==> config.mk <==
export PLATFORM = sky130hd
export DESIGN_NAME = modem_tx_top
export DESIGN_NICKNAME = d
export VERILOG_FILES = /design/src/rtl/modem_tx_pkg.sv /design/src/rtl/modem_tx_ctrl.sv /design/src/rtl/modem_tx_dp.sv /design/src/rtl/modem_tx_top.sv
export SDC_FILE = /design/constraint.sdc
export NUM_CORES = 1
export LEC_CHECK = 0
export ABC_AREA = 1
export CORE_UTILIZATION = 65
export CTS_BUF_LIST = sky130_fd_sc_hd__clkbuf_8
export CTS_CLUSTER_DIAMETER = 200
export CTS_CLUSTER_SIZE = 12
export DETAILED_ROUTE_END_ITERATION = 10
export GPL_TIMING_DRIVEN = 0
export PLACE_DENSITY = 0.85
export SYNTH_ARGS = -nofsm -noshare
export SYNTH_HDL_FRONTEND = slang
export SYNTH_HIERARCHICAL = 1
export SYNTH_SLANG_ARGS = --single-unit
==> constraint.sdc <==
create_clock -name clk -period 6.2 [get_ports clk]
set_clock_uncertainty 0.05 [all_clocks]
set_input_delay 0.62 -clock clk [delete_from_list [all_inputs] [get_ports clk]]
set_output_delay 0.62 -clock clk [all_outputs]
set_load 0.01 [all_outputs]
==> src/rtl/modem_tx_pkg.sv <==
package modem_tx_pkg;

  typedef enum logic [2:0] {
    TASK_NONE    = 3'd0,
    TASK_SYNC    = 3'd1,
    TASK_STATION = 3'd2,
    TASK_HEADER  = 3'd3,
    TASK_INTER   = 3'd4,
    TASK_LAST    = 3'd5
  } taskCode_e;

  // strobes from the control to the datapath
  typedef struct packed {
    logic loadStage;
    logic shiftData;
    logic shiftFiller;
  } dpCtrl_t;

  function automatic logic [4:0] taskBytes(input logic [2:0] code);
    case (code)
      TASK_SYNC:    taskBytes = 5'd6;
      TASK_STATION: taskBytes = 5'd3;
      TASK_HEADER:  taskBytes = 5'd10;
      TASK_INTER:   taskBytes = 5'd12;
      TASK_LAST:    taskBytes = 5'd8;
      default:      taskBytes = 5'd0;
    endcase
  endfunction

endpackage

==> src/rtl/modem_tx_ctrl.sv <==
module modem_tx_ctrl
  import modem_tx_pkg::*;
#(
  parameter int BUF_DEPTH = 16,
  parameter int DIV_W     = 8
) (
  input  logic             clk,
  input  logic             rst_n,
  input  logic             cmdWrEn,
  input  logic [2:0]       cmdCode,
  input  logic             statusRdEn,
  input  logic             modeIrqEn,
  input  logic             modeTxMode,
  input  logic             modePowerSave,
  input  logic             modeSymIrqEn,
  input  logic [DIV_W-1:0] clkDiv,
  output dpCtrl_t          dpCtrl,
  output logic             bufFree,
  output logic             inEmpty,
  output logic             irqFlag,
  output logic             symRdy
);

  localparam int CNT_W = $clog2(BUF_DEPTH + 1);
  localparam int DIB_W = CNT_W + 2;

  logic             enabled;
  logic [DIV_W-1:0] divCnt;
  logic             symStrobe;
  logic [CNT_W-1:0] codeBytes;
  logic             cmdAccept;
  logic [CNT_W-1:0] pendBytes;
  logic             pendLast;
  logic [DIB_W-1:0] dibitsLeft;
  logic             stageLast;
  logic             stageIdle;
  logic             stageDone;
  logic             fillerIrq;

  assign enabled   = modeIrqEn && modeTxMode && !modePowerSave;
  assign symStrobe = enabled && (divCnt >= clkDiv);
  assign codeBytes = CNT_W'(taskBytes(cmdCode));
  assign cmdAccept = cmdWrEn && enabled && bufFree && (codeBytes != '0);
  assign stageIdle = (dibitsLeft == '0);

  assign dpCtrl.loadStage   = !bufFree && stageIdle;
  assign dpCtrl.shiftData   = symStrobe && !stageIdle;
  assign dpCtrl.shiftFiller = symStrobe && stageIdle;

  assign stageDone = dpCtrl.shiftData && (dibitsLeft == DIB_W'(1));
  assign fillerIrq = dpCtrl.shiftFiller && modeSymIrqEn;

  always_ff @(posedge clk or negedge rst_n) begin
    if (!rst_n)                 divCnt <= '0;
    else if (!enabled)          divCnt <= '0;
    else if (divCnt >= clkDiv)  divCnt <= '0;
    else                        divCnt <= divCnt + 1'b1;
  end

  always_ff @(posedge clk or negedge rst_n) begin
    if (!rst_n) begin
      bufFree   <= 1'b1;
      pendBytes <= '0;
      pendLast  <= 1'b0;
    end else if (cmdAccept) begin
      bufFree   <= 1'b0;
      pendBytes <= codeBytes;
      pendLast  <= (cmdCode == TASK_LAST);
    end else if (dpCtrl.loadStage) begin
      bufFree   <= 1'b1;
    end
  end

  always_ff @(posedge clk or negedge rst_n) begin
    if (!rst_n) begin
      dibitsLeft <= '0;
      stageLast  <= 1'b0;
    end else if (dpCtrl.loadStage) begin
      dibitsLeft <= {pendBytes, 2'b00};
      stageLast  <= pendLast;
    end else if (dpCtrl.shiftData) begin
      dibitsLeft <= dibitsLeft - 1'b1;
    end
  end

  always_ff @(posedge clk or negedge rst_n) begin
    if (!rst_n) begin
      inEmpty <= 1'b1;
      irqFlag <= 1'b0;
      symRdy  <= 1'b0;
    end else begin
      if (dpCtrl.loadStage)                        inEmpty <= 1'b0;
      else if (stageDone && (stageLast || bufFree)) inEmpty <= 1'b1;

      if (dpCtrl.loadStage || (stageDone && stageLast) || fillerIrq) irqFlag <= 1'b1;
      else if (statusRdEn)                                           irqFlag <= 1'b0;

      if (fillerIrq)       symRdy <= 1'b1;
      else if (statusRdEn) symRdy <= 1'b0;
    end
  end

  assert_one_symbol_R3: assert property (@(posedge clk) disable iff (!rst_n)
    $onehot0({dpCtrl.shiftData, dpCtrl.shiftFiller}));

  assert_load_flags_R4: assert property (@(posedge clk) disable iff (!rst_n)
    dpCtrl.loadStage |=> (bufFree && irqFlag && !inEmpty));

  assert_queued_follows_R5: assert property (@(posedge clk) disable iff (!rst_n)
    (stageDone && !bufFree) |=> dpCtrl.loadStage);

  assert_last_empty_R6: assert property (@(posedge clk) disable iff (!rst_n)
    (stageDone && stageLast) |=> (inEmpty && irqFlag));

  assert_read_clears_R8: assert property (@(posedge clk) disable iff (!rst_n)
    (statusRdEn && !dpCtrl.loadStage && !dpCtrl.shiftData && !dpCtrl.shiftFiller)
      |=> !irqFlag);

  assert_filler_irq_R9: assert property (@(posedge clk) disable iff (!rst_n)
    fillerIrq |=> (symRdy && irqFlag));

  assert_cmd_disabled_R12: assert property (@(posedge clk) disable iff (!rst_n)
    (cmdWrEn && !enabled && bufFree) |=> bufFree);

endmodule

==> src/rtl/modem_tx_dp.sv <==
module modem_tx_dp
  import modem_tx_pkg::*;
#(
  parameter int BUF_DEPTH = 16,
  parameter int LAT_SYM   = 2
) (
  input  logic       clk,
  input  logic       rst_n,
  input  logic       byteWrEn,
  input  logic [7:0] byteWrData,
  input  logic       cmdWrEn,
  input  logic       bufFree,
  input  logic [1:0] modeFiller,
  input  logic       modeInvert,
  input  dpCtrl_t    dpCtrl,
  output logic [1:0] symOut,
  output logic       symTick
);

  localparam int PTR_W = $clog2(BUF_DEPTH);

  logic [7:0]     bufMem [BUF_DEPTH];
  logic [7:0]     txMem  [BUF_DEPTH];
  logic [PTR_W:0] wrPtr;
  logic [PTR_W:0] rdIdx;
  logic [1:0]     dibIdx;
  logic           wrOk;
  logic [7:0]     curByte;
  logic [1:0]     dataSym;
  logic [1:0]     mappedSym;
  logic           strobe;
  logic [1:0]     pipe [LAT_SYM+1];

  assign wrOk    = byteWrEn && bufFree && (wrPtr < (PTR_W+1)'(BUF_DEPTH));
  assign curByte = txMem[rdIdx[PTR_W-1:0]];
  assign dataSym = 2'(curByte >> (3'd6 - {dibIdx, 1'b0}));
  assign mappedSym = (dpCtrl.shiftData ? dataSym : modeFiller) ^ {2{modeInvert}};
  assign strobe  = dpCtrl.shiftData || dpCtrl.shiftFiller;

  always_ff @(posedge clk or negedge rst_n) begin
    if (!rst_n)       wrPtr <= '0;
    else if (cmdWrEn) wrPtr <= '0;
    else if (wrOk)    wrPtr <= wrPtr + 1'b1;
  end

  always_ff @(posedge clk or negedge rst_n) begin
    if (!rst_n) begin
      for (int i = 0; i < BUF_DEPTH; i++) bufMem[i] <= '0;
    end else if (wrOk) begin
      bufMem[wrPtr[PTR_W-1:0]] <= byteWrData;
    end
  end

  always_ff @(posedge clk or negedge rst_n) begin
    if (!rst_n) begin
      for (int i = 0; i < BUF_DEPTH; i++) txMem[i] <= '0;
    end else if (dpCtrl.loadStage) begin
      for (int i = 0; i < BUF_DEPTH; i++) txMem[i] <= bufMem[i];
    end
  end

  always_ff @(posedge clk or negedge rst_n) begin
    if (!rst_n) begin
      rdIdx  <= '0;
      dibIdx <= '0;
    end else if (dpCtrl.loadStage) begin
      rdIdx  <= '0;
      dibIdx <= '0;
    end else if (dpCtrl.shiftData) begin
      dibIdx <= dibIdx + 1'b1;
      if (dibIdx == 2'd3) rdIdx <= rdIdx + 1'b1;
    end
  end

  always_ff @(posedge clk or negedge rst_n) begin
    if (!rst_n) begin
      for (int s = 0; s <= LAT_SYM; s++) pipe[s] <= '0;
      symTick <= 1'b0;
    end else begin
      symTick <= strobe;
      if (strobe) begin
        pipe[0] <= mappedSym;
        for (int s = 1; s <= LAT_SYM; s++) pipe[s] <= pipe[s-1];
      end
    end
  end

  assign symOut = pipe[LAT_SYM];

  assert_read_in_range_R2: assert property (@(posedge clk) disable iff (!rst_n)
    dpCtrl.shiftData |-> (rdIdx < (PTR_W+1)'(BUF_DEPTH)));

endmodule

==> src/rtl/modem_tx_top.sv <==
module modem_tx_top
  import modem_tx_pkg::*;
#(
  parameter int BUF_DEPTH = 16,
  parameter int DIV_W     = 8,
  parameter int LAT_SYM   = 2
) (
  input  logic             clk,
  input  logic             rst_n,
  input  logic             byteWrEn,
  input  logic [7:0]       byteWrData,
  input  logic             cmdWrEn,
  input  logic [2:0]       cmdCode,
  input  logic             statusRdEn,
  output logic [3:0]       status,
  output logic             irqN,
  input  logic             modeIrqEn,
  input  logic             modeTxMode,
  input  logic             modePowerSave,
  input  logic             modeSymIrqEn,
  input  logic             modeInvert,
  input  logic [1:0]       modeFiller,
  input  logic [DIV_W-1:0] clkDiv,
  output logic [1:0]       symOut,
  output logic             symTick
);

  dpCtrl_t dpCtrl;
  logic    bufFree;
  logic    inEmpty;
  logic    irqFlag;
  logic    symRdy;

  modem_tx_ctrl #(.BUF_DEPTH(BUF_DEPTH), .DIV_W(DIV_W)) u_ctrl (
    .clk           (clk),
    .rst_n         (rst_n),
    .cmdWrEn       (cmdWrEn),
    .cmdCode       (cmdCode),
    .statusRdEn    (statusRdEn),
    .modeIrqEn     (modeIrqEn),
    .modeTxMode    (modeTxMode),
    .modePowerSave (modePowerSave),
    .modeSymIrqEn  (modeSymIrqEn),
    .clkDiv        (clkDiv),
    .dpCtrl        (dpCtrl),
    .bufFree       (bufFree),
    .inEmpty       (inEmpty),
    .irqFlag       (irqFlag),
    .symRdy        (symRdy)
  );

  modem_tx_dp #(.BUF_DEPTH(BUF_DEPTH), .LAT_SYM(LAT_SYM)) u_dp (
    .clk        (clk),
    .rst_n      (rst_n),
    .byteWrEn   (byteWrEn),
    .byteWrData (byteWrData),
    .cmdWrEn    (cmdWrEn),
    .bufFree    (bufFree),
    .modeFiller (modeFiller),
    .modeInvert (modeInvert),
    .dpCtrl     (dpCtrl),
    .symOut     (symOut),
    .symTick    (symTick)
  );

  assign status = {symRdy, irqFlag, inEmpty, bufFree};
  assign irqN   = !(irqFlag && modeIrqEn);

endmodule

==> results_dict.tcl <==
set metrics [dict create \
    yosysMostFrequentCell "nand2_1" \
    worstPathRequired_ns 6.67 \
    syn_avg_cell_area_um2 8.338 \
    max_freq_mhz 347.5 \
    synth-edff-count 0 \
    routabilityCongestion 0.9144 \
    pwr-share-clk_pct 23.3 \
    wirelength_um 33900 \
    max_cap_violations 0 \
    cp.arrival_ns 3.35 \
    path_max_fanout 10 \
    dp_hpwl_um 23460 \
    clock_latency_ns 0.59 \
    critPathKind "reg -> reg" \
    slew_headroom_pct 41.26 \
    ys_seq_elements 299 \
    sw_frac_of_total_pct 33.34 \
    num_antenna_cells 0 \
    boundaryPins 39 \
    wire_per_inst_um 17.60 \
    gr-total-overflow 0 \
    startpoint_type "flip-flop" \
    power_density_nw_per_um2 315.2 \
    slew_viol_final 0 \
    timing.hold.ws_ns 0.4234 \
    ir_drop_mv 0.2590 \
    antenna_found_initial 0 \
    synth_cell_types 37 \
    cpPeakStageDelay_ns 0.66 \
    syn_area_um2 13160 \
    synth_nets 1626 \
    clk_path_buf_depth 3 \
    syn-instance-count 1578 \
    path_clk_slew_ns 0.09 \
    synth_ff_type "dfrtp_1" \
    drc 0 \
    hp-start "u_dp/bufMem[40]" \
    rsz0062_at_grt "no" \
    r2r-end "u_dp/txMem[95]" \
    leakagePower_uw 0.007433 \
    root_buffer "clkbuf_8" \
    routed-via-count 11100 \
    cts.sinks 299 \
    htree_levels 1 \
    viasPerCell 5.762 \
    hold_viol_final 0 \
    whs_path_depth 2 \
    seq_area_frac_synth_pct 56.88 \
    critPathTopFamily "buffers and inverters" \
    drt_first_iter_violations 1134 \
    async_reset_ff_share_pct 100.0 \
    numPortBuffers 38 \
    synth_area_leaders "dfrtp_1, nand2_1, o21ai_0" \
    start_util_pct 66.95 \
    drive_gt1_share_pct 5.659 \
    grt_first_pass_wirelength_um 54050 \
    core_area_um2 19650 \
    cp_cell_sequence "inv_1 -> ha_1 -> nand2_4 -> nor2_8 -> nand2_4 -> clkinv_4 -> clkbuf_1 -> clkbuf_1 -> nand2_1 -> nand2_1" \
    timing.reg2reg.worst_path_depth 10 \
    placementRows 51 \
    dieArea_um2 20820 \
    layout.nets 1698 \
    layout_min_cycle_time_ns 2.878 \
    grtUsageTotal_pct 34.32 \
    dp.cells 1884 \
    comb_power_share_pct 22.5 \
    status "finished clean" \
    grt_pass1_vias 10470 \
    r2r_setup_slack_ns 3.32 \
    setup_viol 0 \
    synth_common_cells "nand2_1, dfrtp_1, o21ai_0" \
    switching_power_uw 1515 \
    place_ws_ns 2.952 \
    cpMaxStageDelayCell "clkbuf_1" \
    layout_setup_ws_ns 3.322 \
    grt_max_degree 89 \
    r2r-start "u_ctrl/dibitsLeft[0]" \
    drtPass1Iterations 5 \
    finalCritPeriodShare_pct 46.42 \
    area_growth_syn_to_layout_pct 9.528 \
    worst_slew_pin_slew_ns 0.8812 \
    hold_path.class "reg -> reg" \
    synth_warnings 6 \
    synth_top_area_share_pct 56.49 \
    end_kind "flip-flop" \
    min_to "u_dp/txMem[40]" \
    synth_area_leader_cell "dfrtp_1" \
    stdcell_count 1926 \
    die_w_um 144.3 \
    seq_power_share_pct 54.2 \
    numCtsBuffers 28 \
    die_h_um 144.3 \
    power.internal_uw 3028 \
    cts_tree "built" \
    path_buf_inv 4 \
    ant_nets 0 \
]
-- logic make-up after synthesis --
family	after synthesis	share of synthesized area (%)
buf+inv	158	5.649
fa+ha+maj	17	1.617
simple gates	905	27.97
compound gates	193	7.484
xor+xnor	6	0.3994
flops	299	56.88
-- placed cells by master (no fill, tap or decap), drive strengths merged, types with 27 or more instances in the layout --
cell type	Yosys	routed
a21oi	27	27
buf	33	37
clkbuf	50	79
clkdlybuf4s50	0	37
dfrtp	297	297
inv	74	86
nand2	737	737
nand3	113	113
nor2	40	40
o21ai	160	160
-- power groups by stage --
stage	Combinational, uW	Sequential [uW]	Clock [uW]
after CTS	1000	2450	1080
after global routing	1140	2490	1140
after floorplan	673	2430	0
final	1020	2460	1060
after global placement	945	2480	0
after detailed placement	997	2490	0
-- worst max path at each step --
stage / startpoint / endpoint / slack, ns / depth (start not counted)
2_1_floorplan: clkDiv[3] / u_dp/rdIdx[3] / 3.77 / 16
3_3_place_gp: rst_n / u_dp/bufMem[37] / -7.96 / 1
3_5_place_dp: clkDiv[3] / u_dp/rdIdx[3] / 2.95 / 17
4_1_cts: u_ctrl/dibitsLeft[0] / u_dp/txMem[95] / 3.36 / 10
5_1_grt: u_ctrl/dibitsLeft[0] / u_dp/txMem[87] / 3.24 / 10
6_report: u_ctrl/dibitsLeft[0] / u_dp/txMem[95] / 3.32 / 10
-- registers in the layout (all words and copies together), names as in the netlist, 2 cells and up --
name               count
u_dp/bufMem          128
u_dp/wrPtr             5
u_ctrl/divCnt          8
u_dp/dibIdx            2
u_dp/rdIdx             4
u_dp/symOut            2
u_ctrl/pendBytes       4
u_dp/txMem           128
u_dp/pipe              4
u_ctrl/dibitsLeft      7
-- per-stage QoR --
stage / util (%) / instance area, um^2 / setup TNS (ns) / power (uW)
after floorplan: - / 13160 / 0 / 3106
after global placement: 70.57 / 13870 / -2366.16 / 3428
after detailed placement: 71.01 / 13960 / 0 / 3484
after CTS: 73.33 / 14410 / 0 / 4530
after global routing: 73.33 / 14410 / 0 / 4778
final: 73.33 / 14410 / 0 / 4543
-- layout make-up --
cell class / instances / area (um^2)
Multi-Input combinational cell: 1121 / 4930
Clock inverter: 12 / 45.04
Tap cell: 265 / 331.6
Fill cell: 1557 / 5243
Buffer: 83 / 454.2
Inverter: 75 / 289.0
Timing Repair Buffer: 42 / 478.0
Sequential cell: 299 / 7485
Clock buffer: 29 / 399.1
-- layer usage --
layer / vias up / wire length, um / track usage, %
li1: 5124 / - / -
met2: 515 / 15230 / 53.37
met3: 105 / 3040 / 5.530
met4: 0 / 1477 / 14.79
met5: - / 0 / 0
met1: 5353 / 14150 / 48.24
-- tightest hold or removal path, cell delays in order, from the launching register on --
cell and delay, ns:
dfrtp_1 0.35, nand2_1 0.05, nand2_1 0.05
-- repair_timing --
action	CTS	global route
gates resized for setup	0	0
endpoints found under the hold margin	52	0
buffers inserted	0	0
hold buffers	1	0
Note: power is estimated with default switching activity, not from simulation.
